--- config.mk ---
export PLATFORM = sky130hd
export DESIGN_NAME = irq_entry_ctrl
export DESIGN_NICKNAME = d
export VERILOG_FILES = /design/src/rtl/irq_entry_pkg.sv /design/src/rtl/irq_arbiter.sv /design/src/rtl/irq_save_bank.sv /design/src/rtl/irq_status_reg.sv /design/src/rtl/irq_entry_ctrl.sv
export SDC_FILE = /design/constraint.sdc
export NUM_CORES = 1
export LEC_CHECK = 0
export ABC_AREA = 1
export BUFFER_PORTS_ARGS = -buffer_cell sky130_fd_sc_hd__buf_2
export CAP_MARGIN = 20
export CORE_MARGIN = 2
export CORE_UTILIZATION = 45
export CTS_BUF_LIST = sky130_fd_sc_hd__clkbuf_4 sky130_fd_sc_hd__clkbuf_8
export CTS_CLUSTER_SIZE = 20
export DETAILED_ROUTE_END_ITERATION = 8
export PLACE_DENSITY = 0.74
export SYNTH_ARGS = -nofsm -noshare
export SYNTH_HDL_FRONTEND = slang
export SYNTH_SLANG_ARGS = --single-unit
--- constraint.sdc ---
create_clock -name clk -period 2.62 [get_ports clk]
set_input_delay 0.524 -clock clk [delete_from_list [all_inputs] [get_ports clk]]
set_output_delay 0.524 -clock clk [all_outputs]
set_load 0.03 [all_outputs]
--- src/rtl/irq_entry_pkg.sv ---
package irq_entry_pkg;
   localparam int SR_W    = 32;
   localparam int SR_R    = 15;
   localparam int SR_GM   = 16;
   localparam int SR_I0M  = 17;
   localparam int SR_I1M  = 18;
   localparam int SR_I2M  = 19;
   localparam int SR_M_LO = 22;
   localparam int SR_J    = 28;
   localparam int NUM_LVL = 2;

   typedef enum logic [1:0] {
      LVL_NONE = 2'b00,
      LVL_1    = 2'b01,
      LVL_2    = 2'b10
   } lvl_e;

   // Status word produced by entering the given level.
   function automatic logic [SR_W-1:0] sr_on_entry(input logic [SR_W-1:0] cur, input lvl_e lvl);
      logic [SR_W-1:0] n;
      n          = cur;
      n[SR_R]    = 1'b0;
      n[SR_J]    = 1'b0;
      n[SR_I0M]  = 1'b1;
      n[SR_I1M]  = 1'b1;
      if (lvl == LVL_2) begin
         n[SR_I2M]       = 1'b1;
         n[SR_M_LO +: 3] = 3'b100;
      end else begin
         n[SR_M_LO +: 3] = 3'b011;
      end
      return n;
   endfunction
endpackage

--- src/rtl/irq_arbiter.sv ---
module irq_arbiter
   import irq_entry_pkg::*;
(
   input  logic            int2_req,
   input  logic            int1_req,
   input  logic            drained,
   input  logic [SR_W-1:0] sr,
   output logic            take,
   output lvl_e            lvl
);
   logic ok2, ok1;

   always_comb begin
      ok2 = int2_req & ~sr[SR_GM] & ~sr[SR_I2M];
      ok1 = int1_req & ~sr[SR_GM] & ~sr[SR_I1M];
      lvl = LVL_NONE;
      if (drained) begin
         if (ok2)      lvl = LVL_2;
         else if (ok1) lvl = LVL_1;
      end
      take = (lvl != LVL_NONE);
   end
endmodule

--- src/rtl/irq_save_bank.sv ---
module irq_save_bank
   import irq_entry_pkg::*;
#(
   parameter int ADDR_W = 32
) (
   input  logic              clk,
   input  logic              rst,
   input  logic              we,
   input  logic [SR_W-1:0]   sr_in,
   input  logic [ADDR_W-1:0] ra_in,
   output logic [SR_W-1:0]   sr_q,
   output logic [ADDR_W-1:0] ra_q
);
   always_ff @(posedge clk) begin
      if (rst) begin
         sr_q <= '0;
         ra_q <= '0;
      end else if (we) begin
         sr_q <= sr_in;
         ra_q <= ra_in;
      end
   end

   p_bank_hold_r6: assert property (@(posedge clk) disable iff (rst)
      !we |=> ($stable(sr_q) && $stable(ra_q)));
endmodule

--- src/rtl/irq_status_reg.sv ---
module irq_status_reg
   import irq_entry_pkg::*;
(
   input  logic            clk,
   input  logic            rst,
   input  logic            enter,
   input  lvl_e            lvl,
   input  logic            wr_en,
   input  logic [SR_W-1:0] wr_data,
   output logic [SR_W-1:0] sr_q
);
   localparam logic [SR_W-1:0] SR_RESET = SR_W'(1) << SR_GM;

   always_ff @(posedge clk) begin
      if (rst)        sr_q <= SR_RESET;
      else if (enter) sr_q <= sr_on_entry(sr_q, lvl);
      else if (wr_en) sr_q <= wr_data;
   end

   p_entry_mode_r8: assert property (@(posedge clk) disable iff (rst)
      (enter && lvl == LVL_2) |=> (sr_q[SR_M_LO +: 3] == 3'b100 && sr_q[SR_I2M] && sr_q[SR_I1M] && sr_q[SR_I0M] && !sr_q[SR_R] && !sr_q[SR_J]));
   p_entry_mode_r9: assert property (@(posedge clk) disable iff (rst)
      (enter && lvl == LVL_1) |=> (sr_q[SR_M_LO +: 3] == 3'b011 && sr_q[SR_I2M] == $past(sr_q[SR_I2M]) && sr_q[SR_I1M] && sr_q[SR_I0M]));
   p_sr_idle_r11: assert property (@(posedge clk) disable iff (rst)
      (!enter && !wr_en) |=> $stable(sr_q));
endmodule

--- src/rtl/irq_entry_ctrl.sv ---
module irq_entry_ctrl
   import irq_entry_pkg::*;
#(
   parameter int ADDR_W = 32
) (
   input  logic              clk,
   input  logic              rst,
   input  logic              int2_req,
   input  logic              int1_req,
   input  logic              pipe_drained,
   input  logic [ADDR_W-1:0] resume_addr,
   input  logic [ADDR_W-1:0] vec_base,
   input  logic [ADDR_W-1:0] vec_offset,
   input  logic              sr_wr_en,
   input  logic [SR_W-1:0]   sr_wr_data,
   output logic              accept,
   output logic [1:0]        accept_level,
   output logic [ADDR_W-1:0] target_pc,
   output logic [SR_W-1:0]   status,
   output logic [SR_W-1:0]   save_sr_l1,
   output logic [ADDR_W-1:0] save_ra_l1,
   output logic [SR_W-1:0]   save_sr_l2,
   output logic [ADDR_W-1:0] save_ra_l2
);
   if (ADDR_W < 8 || ADDR_W > 64) begin : g_bad_addr_w
      $error("irq_entry_ctrl: ADDR_W out of range");
   end

   lvl_e lvl;
   logic take;
   logic [SR_W-1:0]   bank_sr [NUM_LVL];
   logic [ADDR_W-1:0] bank_ra [NUM_LVL];

   irq_arbiter u_arb (
      .int2_req (int2_req),
      .int1_req (int1_req),
      .drained  (pipe_drained),
      .sr       (status),
      .take     (take),
      .lvl      (lvl)
   );

   irq_status_reg u_sr (
      .clk     (clk),
      .rst     (rst),
      .enter   (take),
      .lvl     (lvl),
      .wr_en   (sr_wr_en),
      .wr_data (sr_wr_data),
      .sr_q    (status)
   );

   for (genvar g = 0; g < NUM_LVL; g++) begin : g_bank
      irq_save_bank #(.ADDR_W(ADDR_W)) u_bank (
         .clk   (clk),
         .rst   (rst),
         .we    (take && lvl == lvl_e'(2'(g + 1))),
         .sr_in (status),
         .ra_in (resume_addr),
         .sr_q  (bank_sr[g]),
         .ra_q  (bank_ra[g])
      );
   end

   assign accept       = take;
   assign accept_level = lvl;
   assign target_pc    = vec_base + vec_offset;
   assign save_sr_l1   = bank_sr[0];
   assign save_ra_l1   = bank_ra[0];
   assign save_sr_l2   = bank_sr[1];
   assign save_ra_l2   = bank_ra[1];

   p_gm_blocks_r2: assert property (@(posedge clk) disable iff (rst)
      status[SR_GM] |-> !accept);
   p_i1m_blocks_r3: assert property (@(posedge clk) disable iff (rst)
      (status[SR_I1M] && !int2_req) |-> !accept);
   p_int2_wins_r4: assert property (@(posedge clk) disable iff (rst)
      (pipe_drained && int2_req && !status[SR_GM] && !status[SR_I2M]) |-> accept_level == 2'b10);
   p_wait_drain_r5: assert property (@(posedge clk) disable iff (rst)
      !pipe_drained |-> (!accept && accept_level == 2'b00));
   p_one_level_r5: assert property (@(posedge clk) disable iff (rst)
      $onehot0(accept_level));
   p_save_ra2_r6: assert property (@(posedge clk) disable iff (rst)
      (accept && accept_level == 2'b10) |=> save_ra_l2 == $past(resume_addr));
   p_save_sr1_r7: assert property (@(posedge clk) disable iff (rst)
      (accept && accept_level == 2'b01) |=> save_sr_l1 == $past(status));
endmodule

# --- Yosys cells after proc, flatten, opt, wreduce, memory -nomap -nowiden ---
# Cells that the tools add are included.
totals:
  register_bits: 160
  latch_bits: 0
  ramBits: 0
  romBits: 0
  input_bits: 134
  output_inout_bits: 195
  wordCells: 34
  memories: 0
op_classes:
  n_addsub: 1
  multipliers: 0
  n_div: 0
  magnitude_cmp: 0
  eq_ne: 3
  n_shift: 0
  mux: 7
  bitwise_logic: 8
  n_reduce_logical: 7
ops:
  columns: ["op", "count"]
  rows:
  - ["$mux 25", 2]
  - ["$add 32x32->32", 1]
  - ["$and 1x1->1", 4]
  - ["$mux 2", 2]
  - ["$not 1->1", 4]
  - ["$reduce_and 2->1", 2]
  - ["$reduce_bool 2->1", 2]
  - ["$mux 3", 1]
  - ["$eq 2x1->1 const B", 1]
  - ["$eq 2x2->1 const B", 1]
  - ["$logic_and 1x1->1", 2]
  - ["$mux 1", 2]
  - ["$ne 2x1->1 const B", 1]
  - ["$reduce_or 2->1", 1]

# --- Depth between registers and ports, before layout ---
depth:
  word_depth: 9
  depth_mapped: 12

# --- Modules after synthesis ---
# From an unflattened synthesis, not the netlist that was laid out.
unflattened:
  cells_unflattened: 1478
  area_unflattened_um2: 9106.2
by_module_without_submodules:
  columns: ["module", "instances", "cells_per_inst", "area_each_um2"]
  rows:
  - ["irq_save_bank", 2, 405, 2666.3]
  - ["irq_entry_ctrl", 1, 498, 2399.8]
  - ["irq_status_reg", 1, 156, 1315.0]
  - ["irq_arbiter", 1, 14, 58.8]

# --- Worst setup path after synthesis ---
# No wires, ideal clock.
synth_path:
  path_kind: "input to output"
  from: "in vec_base[0]"
  to: "out target_pc[12]"
  t_arrival_ps: 2147
  t_required_ps: 2096
  path_slack_ps: -51
  path_stages: 9
  n_path_buf: 0
  cell_sequence: "ha_1 fa_1 nand3_1 nand3_1 nand2_1 nand2_1 nand2_1 nand2_1 xor2_1"
synth_between:
  elab_chain_len: 1
synth_lines:
  columns: ["element", "line_no", "source"]
  rows:
  - ["start: declaration", "irq_entry_ctrl.sv:12", "input logic [ADDR_W-1:0] vec_base,"]
  - ["$add 32x32->32", "irq_entry_ctrl.sv:67", "assign target_pc = vec_base + vec_offset;"]
  - ["end: declaration", "irq_entry_ctrl.sv:18", "output logic [ADDR_W-1:0] target_pc,"]
# No other way between the ends.

# --- Worst setup path after layout ---
layout_path:
  from: "in vec_base[0]"
  to: "out target_pc[16]"
# The elaborated chain is that of the path after synthesis.

==> metrics.md <==
| Metric | Value |
|---|---|
| Num rows | `48` |
| Clock sink total | `160` |
| Post-route cell area | `10800 sq um` |
| FF-to-FF setup slack | `0.81 ns` |
| EDFF count, synth | `0` |
| Worst Setup Start Kind | `input pin` |
| Max Freq | `386 MHz` |
| Yosys warnings | `0` |
| DP HPWL | `around 19 mm` |
| Normalized max-slew margin | `between 40% and 50%` |
| Worst hold path class | `input pin to flop` |
| Layout cells sized above 1 | `about 32%` |
| Sequential share of the synthesized area | `40.6%` |
| Die area | `18600 sq um` |
| CP max FO | `3` |
| Worst-Margin Slew | `0.785 ns` |
| Static leakage | `0.00564 uW` |
| RSZ-0062 raised after global routing | `true` |
| Largest net degree at the start of global routing | `82` |
| Initial antenna violation count | `1` |
| Most frequent cells in the layout | `nand2_1, buf_2, nor2_1` |
| Reg clk slew, reported paths | `0.09 ns` |
| Post-Route Utilization | `62.8%` |
| Residual DRC | `0` |
| Starting density of the core | `45.8%` |
| Mean routed wirelength per cell | `14.8 um` |
| Die Y | `136 um` |
| Root buffer cell | `clkbuf_8` |
| Final WL | `26.2 mm` |
| PD cells | `between 500 and 600 nW/um^2` |
| Synth Net Count | `1354` |
| RR Startpoint | `u_sr.sr_q[16]$_SDFFE_PP1P_` |
| Area of the multi-input gates | `approximately 4400 sq um` |
| Asr flop ratio synth | `0%` |
| Final hold viol count | `0` |
| Hold path depth | `3` |
| Seq cells post-synth | `160` |
| Die Wd | `136 um` |
| Count of input and output buffers | `328` |
| Post-route ant nets | `0` |
| Worst r2r dst | `g_bank[0].u_bank.sr_q[17]$_SDFFE_PP0P_` |
| Vias per cell | `4.90` |
| Clk_lat worst skew | `between 0.4 and 0.5 ns` |
| Tot Pwr | `6290 uW` |
| Placed cell areas | `9860 sq um` |
| Hold path startpoint | `sr_wr_data[16]` |
| FF+latch area | `3200 sq um` |
| First-pass GRT wire length | `39.1 mm` |
| Outcome | `complete, no violations` |
| Critical path required time | `roughly 2.1 ns` |
| Avg Cell Area, Syn | `6.64 sq um` |
| GPL Wtd Cong | `0.923` |
| Via count | `8670` |
| Worst vdd ir | `0.357 mV` |
| Initial DRC count | `511` |
| Fin. max-slew vios | `0` |
| Critical Path End Type | `output pin` |
| Total of max-cap violations | `0` |
| Clk_skew | `0.0142 ns` |
| Primary FF master, synth | `dfxtp_1` |
| Worst Path Arrival | `2.07 ns` |
| TritonCTS Buffers | `17` |
| Fill cells | `roughly 1600` |
| Final net count | `1693` |
| Post-Syn Instances | `approximately 1200` |
| CTS max path bufs | `2` |
| Hold Buf Count CTS | `0` |
| Drt first pass iters | `5` |
| Min Tclk post-route | `2.59 ns` |
| Vias in the first global route | `7692` |
| I/O pin cnt | `329` |
| Synthesized area | `7890 sq um` |
| Area of the core | `approximately 17000 sq um` |
| Commonest non-fill, non-tap cell in the layout | `nand2_1` |
| Post-synth cell types | `31` |
| Worst r2r path cells | `8` |
| Critical path type | `input pin to output pin` |
| CTS tree | `yes` |
| Post-route insts no fill | `approximately 1800` |
| Setup violators final | `0` |
| Period utilization | `99.0%` |
| CTS HTree Levels | `4` |
| Total track usage | `26.6%` |
| Worst hold path endpoint | `u_sr.sr_q[16]$_SDFFE_PP1P_` |
| Placed insts | `between 1500 and 2000` |
| Grt ovf | `0` |
| Area delta synth->final | `37.2%` |
[repair_timing]
action	CTS	global route
gates cloned	0	0
resized for setup	27	86
pin swaps	3	7
setup endpoints to repair	16	23
buffers inserted	1	1
hold endpoints to repair	0	0
[layout make-up]
cell class / instances / area share [%]
Antenna cell: 4 / 0.0924
Clock buffer: 18 / 2.29
Clock inverter: 14 / 1.79
Inverter: 121 / 4.22
Multi-Input combinational cell: 857 / 40.6
Sequential cell: 160 / 29.6
Tap cell: 225 / 2.60
Timing Repair Buffer: 370 / 18.8
[metrics by stage]
stage | hold slack [ns] | TNS, ns | worst slack [ns]
global placement | 0.429 | -1.33 | -0.156
finish | 0.303 | 0 | 0.0265
floorplan | 0.569 | 0 | 0.0523
global route | 0.287 | -0.356 | -0.111
detailed placement | 0.430 | -1.66 | -0.193
CTS | 0.275 | 0 | 0.00188
[synth_stat cells, drive strengths merged (2+ instances only)]
library cell	count	share of area [%]
a21oi	85	5.4
a31oi	4	0.32
buf	31	2.7
clkbuf	19	0.90
dfxtp	160	41
ha	31	4.9
inv	121	5.8
mux2i	2	0.25
nand2	371	18
nand3	31	2.1
nand4	4	0.32
nor2	213	10
nor3	8	0.51
o21ai	86	5.5
o21bai	2	0.19
xor2	15	1.7
[kinds of logic after synthesis]
kind of cell / count (synthesis) / synth area share (%)
simple gates: 627 / 31.1
compound gates: 180 / 11.7
buf+inv: 171 / 9.42
flops: 160 / 40.6
fa+ha+maj: 32 / 5.17
xor+xnor: 16 / 1.78
mux: 2 / 0.254
[critical path: stages]
cell	delay, ns
buf_2	0.11
ha_4	0.16
fa_2	0.38
nand3_2	0.10
nand3_2	0.07
nand2_2	0.07
nand2_2	0.06
buf_6	0.13
nand2_2	0.05
nand2_2	0.06
xor2_2	0.19
buf_6	0.16
[layer usage]
layer / up-vias / track usage [%] / part of all wire [%]
met5: - / 0 / 0
met4: 0 / 7.70 / 1.3
met3: 29 / 6.60 / 7.3
met2: 321 / 46.0 / 50
met1: 3947 / 32.7 / 41
li1: 4373 / - / -
[where the power goes]
part / internal, uW / switching (uW) / leakage, uW
registers: 2520 / 60.7 / 0.00130
clock network: 1000 / 1010 / 0.000222
logic: 605 / 1100 / 0.00411
total: 4130 / 2160 / 0.00564
[worst max path at each step]
stage,start,endpoint,cells after the start
floorplan,vec_base[0],target_pc[28],11
global placement,vec_base[0],target_pc[14],10
detailed placement,vec_base[0],target_pc[14],10
CTS,vec_base[0],target_pc[14],10
global route,vec_offset[13],target_pc[23],13
finish,vec_base[0],target_pc[16],12
[flip-flops by register name, indices dropped and copies added (netlist names)]
signal,cells
g_bank.u_bank.ra_q,64
g_bank.u_bank.sr_q,64
u_sr.sr_q,32
Note: power is estimated with default switching activity, not from simulation.
